[src/rtl/aud_dma_pkg.sv]
package aud_dma_pkg;

    // Flag positions: software decodes these bits.
    localparam int NFLAG      = 6;
    localparam int F_IN_DONE  = 5;
    localparam int F_OUT_DONE = 4;
    localparam int F_WCLK_TO  = 3;
    localparam int F_BUS_ERR  = 2;
    localparam int F_WCLK_ERR = 1;
    localparam int F_PTR_ERR  = 0;

    localparam int NDIR    = 2;
    localparam int DIR_IN  = 0;
    localparam int DIR_OUT = 1;

    typedef enum logic [1:0] {
        ST_OFF       = 2'd0,
        ST_WAIT_NEXT = 2'd1,
        ST_READY     = 2'd2,
        ST_HALT      = 2'd3
    } dir_state_e;

endpackage

[src/rtl/dma_dir_ctrl.sv]
module dma_dir_ctrl
    import aud_dma_pkg::*;
#(
    parameter int AW = 32
) (
    input  logic          clk,
    input  logic          rst_n,
    input  logic          init_i,
    input  logic          stop_i,
    input  logic          nxt_we_i,
    input  logic [AW-1:0] nxt_wdata_i,
    input  logic          acc_valid_i,
    input  logic          acc_half_i,
    input  logic          buf_end_i,
    input  logic          late_i,
    output logic [AW-1:0] nxt_q_o,
    output logic [AW-1:0] cur_q_o,
    output logic          active_o,
    output logic          done_set_o,
    output logic          ptr_err_o,
    output logic          bus_err_o
);

    localparam logic [AW-1:0] STEP_BYTE = AW'(1);
    localparam logic [AW-1:0] STEP_HALF = AW'(2);

    dir_state_e state_q, state_d;
    logic       load_cur, clr_nxt, clr_cur, advance;
    logic [AW-1:0] nxt_q, cur_q;

    // State register
    always_ff @(posedge clk or negedge rst_n) begin
        if (!rst_n) state_q <= ST_OFF;
        else        state_q <= state_d;
    end

    // Next state and control outputs
    always_comb begin
        state_d    = state_q;
        load_cur   = 1'b0;
        clr_nxt    = 1'b0;
        clr_cur    = 1'b0;
        advance    = 1'b0;
        done_set_o = 1'b0;
        ptr_err_o  = 1'b0;
        bus_err_o  = 1'b0;
        active_o   = 1'b0;
        unique case (state_q)
            ST_OFF: begin
            end
            ST_WAIT_NEXT: begin
                active_o  = 1'b1;
                bus_err_o = late_i;
                if (buf_end_i) begin
                    ptr_err_o = 1'b1;
                    state_d   = ST_HALT;
                end else begin
                    advance = acc_valid_i;
                    if (nxt_we_i) state_d = ST_READY;
                end
            end
            ST_READY: begin
                active_o  = 1'b1;
                bus_err_o = late_i;
                if (buf_end_i) begin
                    load_cur   = 1'b1;
                    clr_nxt    = 1'b1;
                    done_set_o = 1'b1;
                    state_d    = nxt_we_i ? ST_READY : ST_WAIT_NEXT;
                end else begin
                    advance = acc_valid_i;
                end
            end
            ST_HALT: begin
            end
        endcase
        // Configuration writes override the per-state behaviour.
        if (stop_i) begin
            state_d    = ST_OFF;
            clr_cur    = 1'b1;
            load_cur   = 1'b0;
            clr_nxt    = 1'b0;
            advance    = 1'b0;
            done_set_o = 1'b0;
            ptr_err_o  = 1'b0;
        end else if (init_i) begin
            state_d    = nxt_we_i ? ST_READY : ST_WAIT_NEXT;
            load_cur   = 1'b1;
            clr_nxt    = 1'b1;
            advance    = 1'b0;
            done_set_o = 1'b0;
            ptr_err_o  = 1'b0;
        end
    end

    // Pointer registers: a write wins over the consume-clear.
    always_ff @(posedge clk or negedge rst_n) begin
        if (!rst_n) begin
            nxt_q <= '0;
        end else if (nxt_we_i) begin
            nxt_q <= nxt_wdata_i;
        end else if (clr_nxt) begin
            nxt_q <= '0;
        end
    end

    always_ff @(posedge clk or negedge rst_n) begin
        if (!rst_n) begin
            cur_q <= '0;
        end else if (clr_cur) begin
            cur_q <= '0;
        end else if (load_cur) begin
            cur_q <= nxt_q;
        end else if (advance) begin
            cur_q <= cur_q + (acc_half_i ? STEP_HALF : STEP_BYTE);
        end
    end

    assign nxt_q_o = nxt_q;
    assign cur_q_o = cur_q;

endmodule

[src/rtl/irq_flag_cell.sv]
module irq_flag_cell #(
    parameter bit HAS_AUTO = 1'b0
) (
    input  logic clk,
    input  logic rst_n,
    input  logic hw_set_i,
    input  logic auto_clr_i,
    input  logic sw_set_i,
    input  logic sw_clr_i,
    output logic q_o
);

    logic ac;
    logic q_d;

    assign ac = HAS_AUTO ? auto_clr_i : 1'b0;

    // Priority: auto clear, hardware set, software clear, software set.
    always_comb begin
        if (ac)            q_d = 1'b0;
        else if (hw_set_i) q_d = 1'b1;
        else if (sw_clr_i) q_d = 1'b0;
        else if (sw_set_i) q_d = 1'b1;
        else               q_d = q_o;
    end

    always_ff @(posedge clk or negedge rst_n) begin
        if (!rst_n) q_o <= 1'b0;
        else        q_o <= q_d;
    end

endmodule

[src/rtl/aud_dma_ptr_unit.sv]
module aud_dma_ptr_unit
    import aud_dma_pkg::*;
#(
    parameter int AW = 32,
    parameter int LW = 8
) (
    input  logic             clk,
    input  logic             rst_n,
    input  logic             cfg_len_we,
    input  logic [LW-1:0]    cfg_len_wdata,
    input  logic             in_nxt_we,
    input  logic [AW-1:0]    in_nxt_wdata,
    input  logic             out_nxt_we,
    input  logic [AW-1:0]    out_nxt_wdata,
    input  logic             in_acc_valid,
    input  logic             in_acc_half,
    input  logic             in_buf_end,
    input  logic             in_acc_late,
    input  logic             out_acc_valid,
    input  logic             out_acc_half,
    input  logic             out_buf_end,
    input  logic             out_acc_late,
    input  logic             wclk_timeout_evt,
    input  logic             wclk_err_evt,
    input  logic             irq_mask_we,
    input  logic [5:0]       irq_mask_wdata,
    input  logic             irq_set_we,
    input  logic [5:0]       irq_set_wdata,
    input  logic             irq_clr_we,
    input  logic [5:0]       irq_clr_wdata,
    output logic [LW-1:0]    buf_len,
    output logic             unit_en,
    output logic [AW-1:0]    in_nxt_rd,
    output logic [AW-1:0]    in_cur,
    output logic             in_active,
    output logic [AW-1:0]    out_nxt_rd,
    output logic [AW-1:0]    out_cur,
    output logic             out_active,
    output logic [5:0]       irq_flags,
    output logic             irq_out
);

    logic [LW-1:0]    len_q;
    logic [NFLAG-1:0] mask_q;
    logic             init_p, stop_p;

    assign init_p = cfg_len_we && (cfg_len_wdata != '0);
    assign stop_p = cfg_len_we && (cfg_len_wdata == '0);

    always_ff @(posedge clk or negedge rst_n) begin
        if (!rst_n)          len_q <= '0;
        else if (cfg_len_we) len_q <= cfg_len_wdata;
    end

    always_ff @(posedge clk or negedge rst_n) begin
        if (!rst_n)           mask_q <= '0;
        else if (irq_mask_we) mask_q <= irq_mask_wdata;
    end

    // Per-direction controllers
    logic [NDIR-1:0] d_we, d_valid, d_half, d_end, d_late;
    logic [NDIR-1:0] d_active, d_done, d_perr, d_berr;
    logic [AW-1:0]   d_wdata [NDIR];
    logic [AW-1:0]   d_nxt   [NDIR];
    logic [AW-1:0]   d_cur   [NDIR];

    assign d_we[DIR_IN]     = in_nxt_we;
    assign d_we[DIR_OUT]    = out_nxt_we;
    assign d_valid[DIR_IN]  = in_acc_valid;
    assign d_valid[DIR_OUT] = out_acc_valid;
    assign d_half[DIR_IN]   = in_acc_half;
    assign d_half[DIR_OUT]  = out_acc_half;
    assign d_end[DIR_IN]    = in_buf_end;
    assign d_end[DIR_OUT]   = out_buf_end;
    assign d_late[DIR_IN]   = in_acc_late;
    assign d_late[DIR_OUT]  = out_acc_late;
    assign d_wdata[DIR_IN]  = in_nxt_wdata;
    assign d_wdata[DIR_OUT] = out_nxt_wdata;

    for (genvar d = 0; d < NDIR; d++) begin : g_dir
        dma_dir_ctrl #(.AW(AW)) u_dir (
            .clk        (clk),
            .rst_n      (rst_n),
            .init_i     (init_p),
            .stop_i     (stop_p),
            .nxt_we_i   (d_we[d]),
            .nxt_wdata_i(d_wdata[d]),
            .acc_valid_i(d_valid[d]),
            .acc_half_i (d_half[d]),
            .buf_end_i  (d_end[d]),
            .late_i     (d_late[d]),
            .nxt_q_o    (d_nxt[d]),
            .cur_q_o    (d_cur[d]),
            .active_o   (d_active[d]),
            .done_set_o (d_done[d]),
            .ptr_err_o  (d_perr[d]),
            .bus_err_o  (d_berr[d])
        );
    end

    // Flag sources
    logic [NFLAG-1:0] hw_set, auto_clr, sw_set, sw_clr, flag_q;

    always_comb begin
        hw_set             = '0;
        hw_set[F_IN_DONE]  = d_done[DIR_IN];
        hw_set[F_OUT_DONE] = d_done[DIR_OUT];
        hw_set[F_WCLK_TO]  = wclk_timeout_evt;
        hw_set[F_BUS_ERR]  = |d_berr;
        hw_set[F_WCLK_ERR] = wclk_err_evt;
        hw_set[F_PTR_ERR]  = |d_perr;
        auto_clr             = '0;
        auto_clr[F_IN_DONE]  = in_nxt_we;
        auto_clr[F_OUT_DONE] = out_nxt_we;
    end

    assign sw_set = irq_set_we ? irq_set_wdata : '0;
    assign sw_clr = irq_clr_we ? irq_clr_wdata : '0;

    for (genvar b = 0; b < NFLAG; b++) begin : g_flag
        irq_flag_cell #(
            .HAS_AUTO((b == F_IN_DONE) || (b == F_OUT_DONE))
        ) u_cell (
            .clk       (clk),
            .rst_n     (rst_n),
            .hw_set_i  (hw_set[b]),
            .auto_clr_i(auto_clr[b]),
            .sw_set_i  (sw_set[b]),
            .sw_clr_i  (sw_clr[b]),
            .q_o       (flag_q[b])
        );
    end

    assign buf_len    = len_q;
    assign unit_en    = (len_q != '0);
    assign in_nxt_rd  = d_nxt[DIR_IN];
    assign in_cur     = d_cur[DIR_IN];
    assign in_active  = d_active[DIR_IN];
    assign out_nxt_rd = d_nxt[DIR_OUT];
    assign out_cur    = d_cur[DIR_OUT];
    assign out_active = d_active[DIR_OUT];
    assign irq_flags  = flag_q;
    assign irq_out    = |(flag_q & mask_q);

endmodule

[config.mk]
export PLATFORM = sky130hd
export DESIGN_NAME = aud_dma_ptr_unit
export DESIGN_NICKNAME = d
export VERILOG_FILES = /design/src/rtl/aud_dma_pkg.sv /design/src/rtl/dma_dir_ctrl.sv /design/src/rtl/irq_flag_cell.sv /design/src/rtl/aud_dma_ptr_unit.sv
export SDC_FILE = /design/constraint.sdc
export NUM_CORES = 1
export LEC_CHECK = 0
export ABC_AREA = 1
export BUFFER_PORTS_ARGS = -buffer_cell sky130_fd_sc_hd__buf_2
export CAP_MARGIN = 0
export CELL_PAD_IN_SITES_DETAIL_PLACEMENT = 1
export CELL_PAD_IN_SITES_GLOBAL_PLACEMENT = 2
export CORE_MARGIN = 2
export CORE_UTILIZATION = 28
export CTS_CLUSTER_SIZE = 24
export DETAILED_ROUTE_END_ITERATION = 12
export PLACE_DENSITY = 0.9
export SLEW_MARGIN = 25
export SYNTH_ARGS = -nofsm -noshare
export SYNTH_HDL_FRONTEND = slang
export SYNTH_HIERARCHICAL = 1
export SYNTH_SLANG_ARGS = --single-unit
[constraint.sdc]
create_clock -name clk -period 2 [get_ports clk]
set_input_delay 0.3 -clock clk [delete_from_list [all_inputs] [get_ports clk]]
set_output_delay 0.3 -clock clk [all_outputs]
set_load 0.005 [all_outputs]
==> flow_summary.ini, run 1 <==
[status]
outcome = complete, no violations

[global_route]
grt_pass1_vias = 10100
grt_start_max_net_pins = 52
globalRoute.totalOverflow = 0
grt_pass1_wl_um = 52900
globalRouteTotalUtil = 0.202
antenna_found_initial = 1

[clock_tree]
tritoncts_clock_tree = built
worst_setup_hold_path_clk_slew_ns = 0.07
ctsLongestPathBuffers = 2
clock_tree.htree_level_count = 4
tritoncts.num_buffers = 17
clkSinkCount = 152
cts.repair_timing.setup_buffer_count = 0
clk_root_buffer_cell = clkbuf_16
worstSkewPairLatency_ns = 0.44

[sta]
final.setup.tns_ns = 0
timing_limited_maximum_frequency_ghz = 0.544
finalMaxSlewViolations = 0
hold_violations = 0
timing.hold.ws_ns = 0.0535
setup_viol_count_final = 0
timing.slew.headroom = 0.565
finalClockSkew_ns = 0.0123
post-route-min-period_ns = 1.84
timing.final.ws_setup_ns = 0.162
rsz0062_at_grt = no
timing_worst_slew_pin_value_ns = 0.649
timing.final.crit_share = 0.919

[floorplan]
die_width_um = 182
die_area_mm2 = 0.0332
start_util = 0.283
rows = 65
floorplan.die.height_um = 182
io_pins = 254
core_area_mm2 = 0.0314

[power_and_ir_drop]
sequential_power_share = 0.377
netSwitchingPower_mw = 5.77
clock_power_share = 0.239
internal_power_mw = 7.87
irDropWorstVdd_mv = 0.660
cellPowerDensity_mw_per_mm2 = 1180
combPwrFrac = 0.384
sw_frac_of_total = 0.423
total_leakage_power_nw = 6.06
power_mw = 13.6

[detailed_routing]
detail_route.wl_per_cell_um = 16.4
dr.pass1.iters = 5
postRouteWirelength_um = 32600
detailroute.via_count = 9272
postRouteAntennaNets = 0
drt-vias-per-instance = 4.68
dr.first_iter.drc_count = 350
drc_errors = 0

[placed_design]
port_buffers = 253
gp_congestion = 0.843
post-dp-hpwl_um = 25100
setup_slack_after_placement_ns = -0.275

[critical_path]
worst_r2r_startpoint = g_dir[1].u_dir/cur_q_o[0]$_DFFE_PN0P_
path_class = reg -> reg
crit_fanout = 5
worst_setup_sp_type = flip-flop
worst_r2r_path_depth = 11
cp_data_arrival_time_ns = 2.17
worstReg2RegEnd = g_dir[1].u_dir/cur_q_o[26]$_DFFE_PN0P_
critical_path.endpoint_type = flip-flop
ff2ff_setup_slack_ns = 0.16
worst-endpoint-required_ns = 2.33

[worst_hold_path]
hold_end = g_flag[1].u_cell/q_o$_DFFE_PN0P_
hold_depth = 3
worst_hold_startpoint = wclk_err_evt
worst_hold_path_type = in -> reg

[yosys]
synth.avg_cell_area_um2 = 6.92
syn-cell-area_mm2 = 0.00889
syn_inst = 1284
yosys_warnings = 6
synth_nets = 1402

[layout]
drive_above_1_share = 0.244
fill_cells = 4083
num-nets-final = 1682
layout_overhead_on_the_synthesized_area_pct = 29.7

[run]
cap_violations = 0
==> sequential cells by signal, summed over array words and instances, names as in the netlist <==
register / count
mask_q: 6
g_dir.u_dir/cur_q_o: 64
g_dir.u_dir/nxt_q_o: 64
g_flag.u_cell/q_o: 6
g_dir.u_dir/state_q: 4
buf_len: 8
==> power by group through the flow <==
| stage | registers (mW) | logic, mW | clock network [mW] |
|---|---|---|---|
| after floorplan | 4.89 | 2.91 | 0 |
| after global placement | 5.15 | 5.10 | 0 |
| after detailed placement | 5.19 | 5.27 | 0 |
| after CTS | 5.14 | 5.33 | 3.36 |
| after global routing | 5.32 | 6.01 | 3.46 |
| final | 5.14 | 5.24 | 3.26 |
==> area by class of cell <==
type                            count  area [um^2]  area share
Clock inverter                     12          119      0.0103
Clock buffer                       20          457      0.0396
Inverter                          191          719      0.0624
Timing Repair Buffer              299         1750       0.151
Multi-Input combinational cell    903         4180       0.363
Sequential cell                   152         3800       0.330
Antenna cell                        1         2.50    0.000217
Tap cell                          402          503      0.0436
==> metrics by stage <==
stage	utilization	area (um^2)	cells
after floorplan	-	8890	1284
after global placement	0.348	10900	1946
after detailed placement	0.348	10900	1946
after CTS	0.366	11500	1979
after global routing	0.367	11500	1980
final	0.367	11500	1980
==> worst max-delay path, cell delays in order (launching register included) <==
cell and delay, ns:
dfrtp_1 0.35, ha_1 0.17, inv_1 0.05, fa_2 0.40, nor2_8 0.19, nand3_2 0.12
inv_1 0.13, nand2_1 0.07, nand2_1 0.06, nand3_1 0.07, nand2_1 0.07, nand2_1 0.04
==> worst max path at each step <==
stage | depth (start not counted) | endpoint | startpoint | slack, ns
final | 11 | g_dir[1].u_dir/cur_q_o[26]$_DFFE_PN0P_ | g_dir[1].u_dir/cur_q_o[0]$_DFFE_PN0P_ | 0.16
after global routing | 11 | g_dir[0].u_dir/cur_q_o[20]$_DFFE_PN0P_ | g_dir[0].u_dir/cur_q_o[0]$_DFFE_PN0P_ | 0.008
after CTS | 9 | g_dir[0].u_dir/cur_q_o[18]$_DFFE_PN0P_ | g_dir[0].u_dir/cur_q_o[0]$_DFFE_PN0P_ | 0.004
after detailed placement | 12 | g_dir[0].u_dir/nxt_q_o[29]$_DFFE_PN0P_ | cfg_len_wdata[3] | -0.28
after global placement | 12 | g_dir[0].u_dir/nxt_q_o[22]$_DFFE_PN0P_ | cfg_len_wdata[3] | -0.13
after floorplan | 12 | g_dir[1].u_dir/cur_q_o[20]$_DFFE_PN0P_ | out_acc_half | 0.18
==> repair_timing <==
item	CTS	global route
gates resized for setup	0	9
setup endpoints to repair	0	40
hold buffers	1	0
hold endpoints to repair	48	0
==> routing by layer <==
metal | share of wire | up-vias | track usage
li1 | - | 4553 | -
met3 | 0.053 | 36 | 0.0481
met1 | 0.43 | 4478 | 0.240
met4 | 0.020 | 0 | 0.0613
met2 | 0.50 | 205 | 0.360
met5 | 0 | - | 0
==> layout by cell type, fill, tap and decap left out, types with 21 or more instances in the layout <==
master	instances
o21ai_0	98
o21ai_1	21
nor2_1	112
inv_1	180
buf_4	35
nand3_1	85
dfrtp_1	152
buf_2	252
nand2_1	447
a21oi_1	58
Power figures use the tool's default switching activity.
==> run 2: changes to the inputs <==
--- a/config.mk
+++ b/config.mk
@@ -15,6 +15,7 @@
 export CTS_CLUSTER_SIZE = 24
 export DETAILED_ROUTE_END_ITERATION = 12
 export PLACE_DENSITY = 0.9
+export REMOVE_ABC_BUFFERS = 1
 export SLEW_MARGIN = 25
 export SYNTH_ARGS = -nofsm -noshare
 export SYNTH_HDL_FRONTEND = slang
==> run 2 against run 1 <==
Compared with the run above: clock skew fell by 0.0011 ns; hold slack worse by 0.0051 ns; maximum frequency fell by 5.7%; sequential power rose by 2%; clock power grew 16%; total power increased by 6.4%; highest routed layer is now met5; design area up 1.9%; critical endpoint is now g_dir[1].u_dir/cur_q_o[4]$_DFFE_PN0P_.
==> flow_summary.ini, run 2 (same netlist as run 1, synthesis figures left out) <==
[detailed_routing]
postRouteWirelength_um = 33600
detail_route.wl_per_cell_um = 16.9
drc_errors = 0
dr.pass1.iters = 5
detailroute.via_count = 9373
drt-vias-per-instance = 4.71
dr.first_iter.drc_count = 442
postRouteAntennaNets = 0

[critical_path]
critical_path.endpoint_type = flip-flop
cpPeakStageDelay_ns = 0.44
worst_setup_sp_type = flip-flop
ff2ff_setup_slack_ns = 0.05
cp_data_arrival_time_ns = 2.26
worstReg2RegEnd = g_dir[1].u_dir/cur_q_o[4]$_DFFE_PN0P_
path_class = reg -> reg
worst_r2r_startpoint = g_dir[1].u_dir/cur_q_o[0]$_DFFE_PN0P_
crit_fanout = 5
crit_start = g_dir[1].u_dir/cur_q_o[0]$_DFFE_PN0P_
critPathTopFamily = adder cells
cp_common_cell = inv_2
worst_r2r_path_depth = 10
timing.critical_path.to = g_dir[1].u_dir/cur_q_o[4]$_DFFE_PN0P_
worst-endpoint-required_ns = 2.31
crit_path_cell_trace = ha_2, inv_2, fa_2, nor2_8, inv_2, buf_4, nand2_1, nand3_1, o211ai_2, o21ai_1
path_depth = 10
path_buf_inv = 3
critPathSlowestCell = fa_2

[placed_design]
port_buffers = 253
setup_slack_after_placement_ns = -0.301
post-dp-hpwl_um = 25700
gp_congestion = 0.839

[power_and_ir_drop]
total_leakage_power_nw = 6.21
power_mw = 14.5
cellPowerDensity_mw_per_mm2 = 1240
irDropWorstVdd_mv = 0.536

[layout]
multi_input_area_mm2 = 0.00424
drive_above_1_share = 0.255
mostFrequentLayoutCell = nand2_1
highest_count_cells_in_the_layout_ignoring_fill_and_taps = nand2_1 (443), buf_2 (252), inv_1 (177)
layout_overhead_on_the_synthesized_area_pct = 32.1
num-nets-final = 1692
utilization_after_layout = 0.374
fill_cells = 4013
regArea_mm2 = 0.00380
diodes = 0

[global_route]
globalRouteTotalUtil = 0.204
antenna_found_initial = 2
globalRoute.totalOverflow = 0
grt_pass1_wl_um = 53500
grt_start_max_net_pins = 44
grt_pass1_vias = 9929

[clock_tree]
clk_root_buffer_cell = clkbuf_16
clock_tree.htree_level_count = 4
ctsLongestPathBuffers = 2
tritoncts.num_buffers = 17
worst_setup_hold_path_clk_slew_ns = 0.07
clkSinkCount = 152
tritoncts_clock_tree = built
worstSkewPairLatency_ns = 0.44

[sta]
finalClockSkew_ns = 0.0112
timing_limited_maximum_frequency_ghz = 0.513
post-route-min-period_ns = 1.95
timing.final.crit_share = 0.974
timing.final.ws_setup_ns = 0.0514
finalMaxSlewViolations = 0
final.setup.tns_ns = 0
hold_violations = 0
rsz0062_at_grt = yes
timing.slew.headroom = 0.665
timing_worst_slew_pin_value_ns = 0.500
setup_viol_count_final = 0

[floorplan]
die_width_um = 182
die_area_mm2 = 0.0332
start_util = 0.283
rows = 65
io_pins = 254
core_area_mm2 = 0.0314
floorplan.die.height_um = 182

[worst_hold_path]
worst_hold_path_type = in -> reg
worst_hold_startpoint = wclk_timeout_evt

[status]
outcome = complete, no violations

[run]
cap_violations = 0
[run 2: layout make-up]
class,count,share of cell area
clock buffers,21,0.0383
multi-input cells,903,0.361
repair buffers,309,0.154
flip-flops and latches,152,0.324
inverters,191,0.0617
clock inverters,11,0.0186
well taps,402,0.0428
[run 2: per-stage QoR]
| stage | hold WS [ns] | cells | area, um^2 |
|---|---|---|---|
| after floorplan | 0.00441 | 1246 | 8670 |
| after global placement | 0.222 | 1948 | 10900 |
| after detailed placement | 0.229 | 1948 | 10900 |
| after CTS | 0.0210 | 1983 | 11600 |
| after global routing | 0.0429 | 1989 | 11700 |
| final | 0.0484 | 1989 | 11700 |
[run 2: timing repair]
item	CTS	global route
setup buffers	2	6
gates resized for setup	3	28
gates cloned	0	0
pin swaps	2	11
hold endpoints to repair	28	0
endpoints found under the setup margin	48	25
hold buffers	1	0
[run 2: worst min-delay path by stage]
stage	depth (start not counted)	to	slack [ns]
2_1_floorplan	0	buf_len[0]$_DFFE_PN0P_	0.004
3_3_place_gp	1	buf_len[0]$_DFFE_PN0P_	0.22
3_5_place_dp	1	buf_len[0]$_DFFE_PN0P_	0.23
4_1_cts	3	g_flag[1].u_cell/q_o$_DFFE_PN0P_	0.02
5_1_grt	3	g_flag[3].u_cell/q_o$_DFFE_PN0P_	0.04
6_report	3	g_flag[3].u_cell/q_o$_DFFE_PN0P_	0.05
[run 2: report_power, final]
group	switching [mW]	internal, mW	leakage, nW	total [mW]
logic	3.25	2.24	4.01	5.49
clock network	1.41	2.38	0.322	3.79
registers	1.31	3.92	1.88	5.23
[run 2: metal layers]
layer	up-vias	share of wire	GRT usage
met5	-	0.00065	0
met4	4	0.022	0.0671
met3	45	0.045	0.0407
met2	216	0.46	0.332
met1	4542	0.47	0.273
li1	4566	-	-
[run 2: worst reg2reg max path, cell delays in order (launching register included)]
cell	delay [ns]
dfrtp_1	0.40
ha_2	0.21
inv_2	0.05
fa_2	0.44
nor2_8	0.21
inv_2	0.09
buf_4	0.14
nand2_1	0.06
nand3_1	0.09
o211ai_2	0.07
o21ai_1	0.08
==> run 3: changes to the inputs <==
--- a/config.mk
+++ b/config.mk
@@ -12,6 +12,7 @@
 export CELL_PAD_IN_SITES_GLOBAL_PLACEMENT = 2
 export CORE_MARGIN = 2
 export CORE_UTILIZATION = 28
+export CTS_BUF_LIST = sky130_fd_sc_hd__clkbuf_16
 export CTS_CLUSTER_SIZE = 24
 export DETAILED_ROUTE_END_ITERATION = 12
 export PLACE_DENSITY = 0.9
==> run 3 against run 2 <==
Compared with the run above: utilization is essentially flat; combinational power is essentially flat; non-clock buffer count is the same; via count grew 0.23%; clock-buffer cell count shrank 4; register-to-register slack is essentially flat; design area is essentially flat; critical path type unchanged.
==> flow_summary.ini, run 3 (same netlist as run 1, synthesis figures left out) <==
[layout]
highest_count_cells_in_the_layout_ignoring_fill_and_taps = nand2_1 (443), buf_2 (252), inv_1 (180)
fill_cells = 4015
layout_overhead_on_the_synthesized_area_pct = 32.0
diodes = 0
postLayoutCellArea_mm2 = 0.0117
mostFrequentLayoutCell = nand2_1
num-nets-final = 1692
drive_above_1_share = 0.254
layout.cells.non_filler = 1989

[placed_design]
postPlaceCellArea_mm2 = 0.0109
port_buffers = 253
setup_slack_after_placement_ns = -0.301
gp_congestion = 0.839
post-dp-hpwl_um = 25700
placed_cells_incl_taps = 1948

[detailed_routing]
detail_route.wl_per_cell_um = 16.9
postRouteWirelength_um = 33600
dr.pass1.iters = 7
drc_errors = 0
postRouteAntennaNets = 0
detailroute.via_count = 9395
dr.first_iter.drc_count = 448
drt-vias-per-instance = 4.72

[global_route]
grt_start_max_net_pins = 44
globalRouteTotalUtil = 0.204
antenna_found_initial = 2
grt_pass1_wl_um = 53600
grt_pass1_vias = 9943
globalRoute.totalOverflow = 0

[floorplan]
rows = 65
die_area_mm2 = 0.0332
io_pins = 254
floorplan.die.height_um = 182
start_util = 0.283
die_width_um = 182
core_area_mm2 = 0.0314

[sta]
finalMaxSlewViolations = 0
finalClockSkew_ns = 0.0109
timing.final.crit_share = 0.974
timing_worst_slew_pin_value_ns = 0.532
timing.slew.headroom = 0.644
rsz0062_at_grt = yes
timing.final.ws_setup_ns = 0.0513
final.setup.tns_ns = 0
setup_viol_count_final = 0
timing_limited_maximum_frequency_ghz = 0.513
post-route-min-period_ns = 1.95
hold_violations = 0

[critical_path]
crit_path_cell_trace = ha_2, inv_2, fa_2, nor2_8, inv_2, buf_4, nand2_1, nand3_1, o211ai_2, o21ai_1
worst_setup_sp_type = flip-flop
critPathTopFamily = adder cells
path_buf_inv = 3
cp_common_cell = inv_2
crit_start = g_dir[1].u_dir/cur_q_o[0]$_DFFE_PN0P_
worst_r2r_startpoint = g_dir[1].u_dir/cur_q_o[0]$_DFFE_PN0P_
critical_path.endpoint_type = flip-flop
worst-endpoint-required_ns = 2.32
cp_data_arrival_time_ns = 2.27
cpPeakStageDelay_ns = 0.44
critPathSlowestCell = fa_2
crit_fanout = 5
path_class = reg -> reg

[worst_hold_path]
worst_hold_path_type = in -> reg
worst_hold_startpoint = wclk_err_evt

[power_and_ir_drop]
irDropWorstVdd_mv = 0.540
total_leakage_power_nw = 6.21
cellPowerDensity_mw_per_mm2 = 1230

[clock_tree]
ctsLongestPathBuffers = 2
clkSinkCount = 152
tritoncts_clock_tree = built
clk_root_buffer_cell = clkbuf_16
tritoncts.num_buffers = 17
worst_setup_hold_path_clk_slew_ns = 0.07
clock_tree.htree_level_count = 4
worstSkewPairLatency_ns = 0.44

[run]
cap_violations = 0

[status]
outcome = complete, no violations
run 3: changes by cell type in the layout (fill, tap and decap cells not counted), sizes merged:
cell / change
clkbuf: -4
clkinv: +1
inv: +3
run 3: area by class of cell:
| type | instances | area, um^2 | area share |
|---|---|---|---|
| multi-input cells | 903 | 4240 | 0.361 |
| repair buffers | 309 | 1810 | 0.154 |
| flip-flops and latches | 152 | 3800 | 0.324 |
| well taps | 402 | 503 | 0.0429 |
| inverters | 191 | 724 | 0.0617 |
| clock buffers | 17 | 425 | 0.0362 |
| clock inverters | 15 | 234 | 0.0199 |
run 3: power breakdown:
part	leakage [nW]	switching, mW	internal [mW]
Sequential	1.88	1.30	3.92
Combinational	4.01	3.25	2.24
Clock	0.329	1.42	2.33
Total	6.21	5.96	8.49
run 3: final timing paths:
kind / to / cells past startpoint / slack, ns
setup / recovery: g_dir[1].u_dir/cur_q_o[4]$_DFFE_PN0P_ / 10 / 0.05
min in group asynchronous: g_dir[1].u_dir/nxt_q_o[11]$_DFFE_PN0P_ / 2 / 0.33
hold / removal: g_flag[1].u_cell/q_o$_DFFE_PN0P_ / 3 / 0.05
hold reg to reg: buf_len[3]$_DFFE_PN0P_ / 2 / 0.52
setup reg to reg: g_dir[1].u_dir/cur_q_o[4]$_DFFE_PN0P_ / 10 / 0.05
max in group asynchronous: g_dir[0].u_dir/cur_q_o[16]$_DFFE_PN0P_ / 3 / 1.01
run 3: routing by layer:
metal  GRT usage  part of all wire  vias to the layer above
li1            -                 -                     4568
met1       0.272              0.46                     4547
met4      0.0671             0.023                        4
met2       0.333              0.47                      231
met5           0           0.00065                        -
met3      0.0407             0.048                       45
run 3: per-stage QoR:
| step | total power, mW | hold slack, ns | utilization |
|---|---|---|---|
| floorplan | 7.63 | 0.00441 | - |
| CTS | 14.5 | 0.0210 | 0.370 |
| detailed placement | 10.6 | 0.229 | 0.348 |
| finish | 14.5 | 0.0453 | 0.374 |
| global placement | 10.3 | 0.222 | 0.348 |
| global route | 15.5 | 0.0429 | 0.374 |
run 3: tightest hold or removal path, delay by kind of cell:
| family | cells | cell delay (ns) |
|---|---|---|
| buf+inv | 2 | 0.10 |
| simple gates | 1 | 0.05 |
run 3: what timing repair did:
item,4_1_cts,5_1_grt
buffers inserted,2,6
gates resized for setup,3,28
endpoints found under the setup margin,48,25
pin swaps,2,11
hold buffers,1,0
endpoints found under the hold margin,28,0
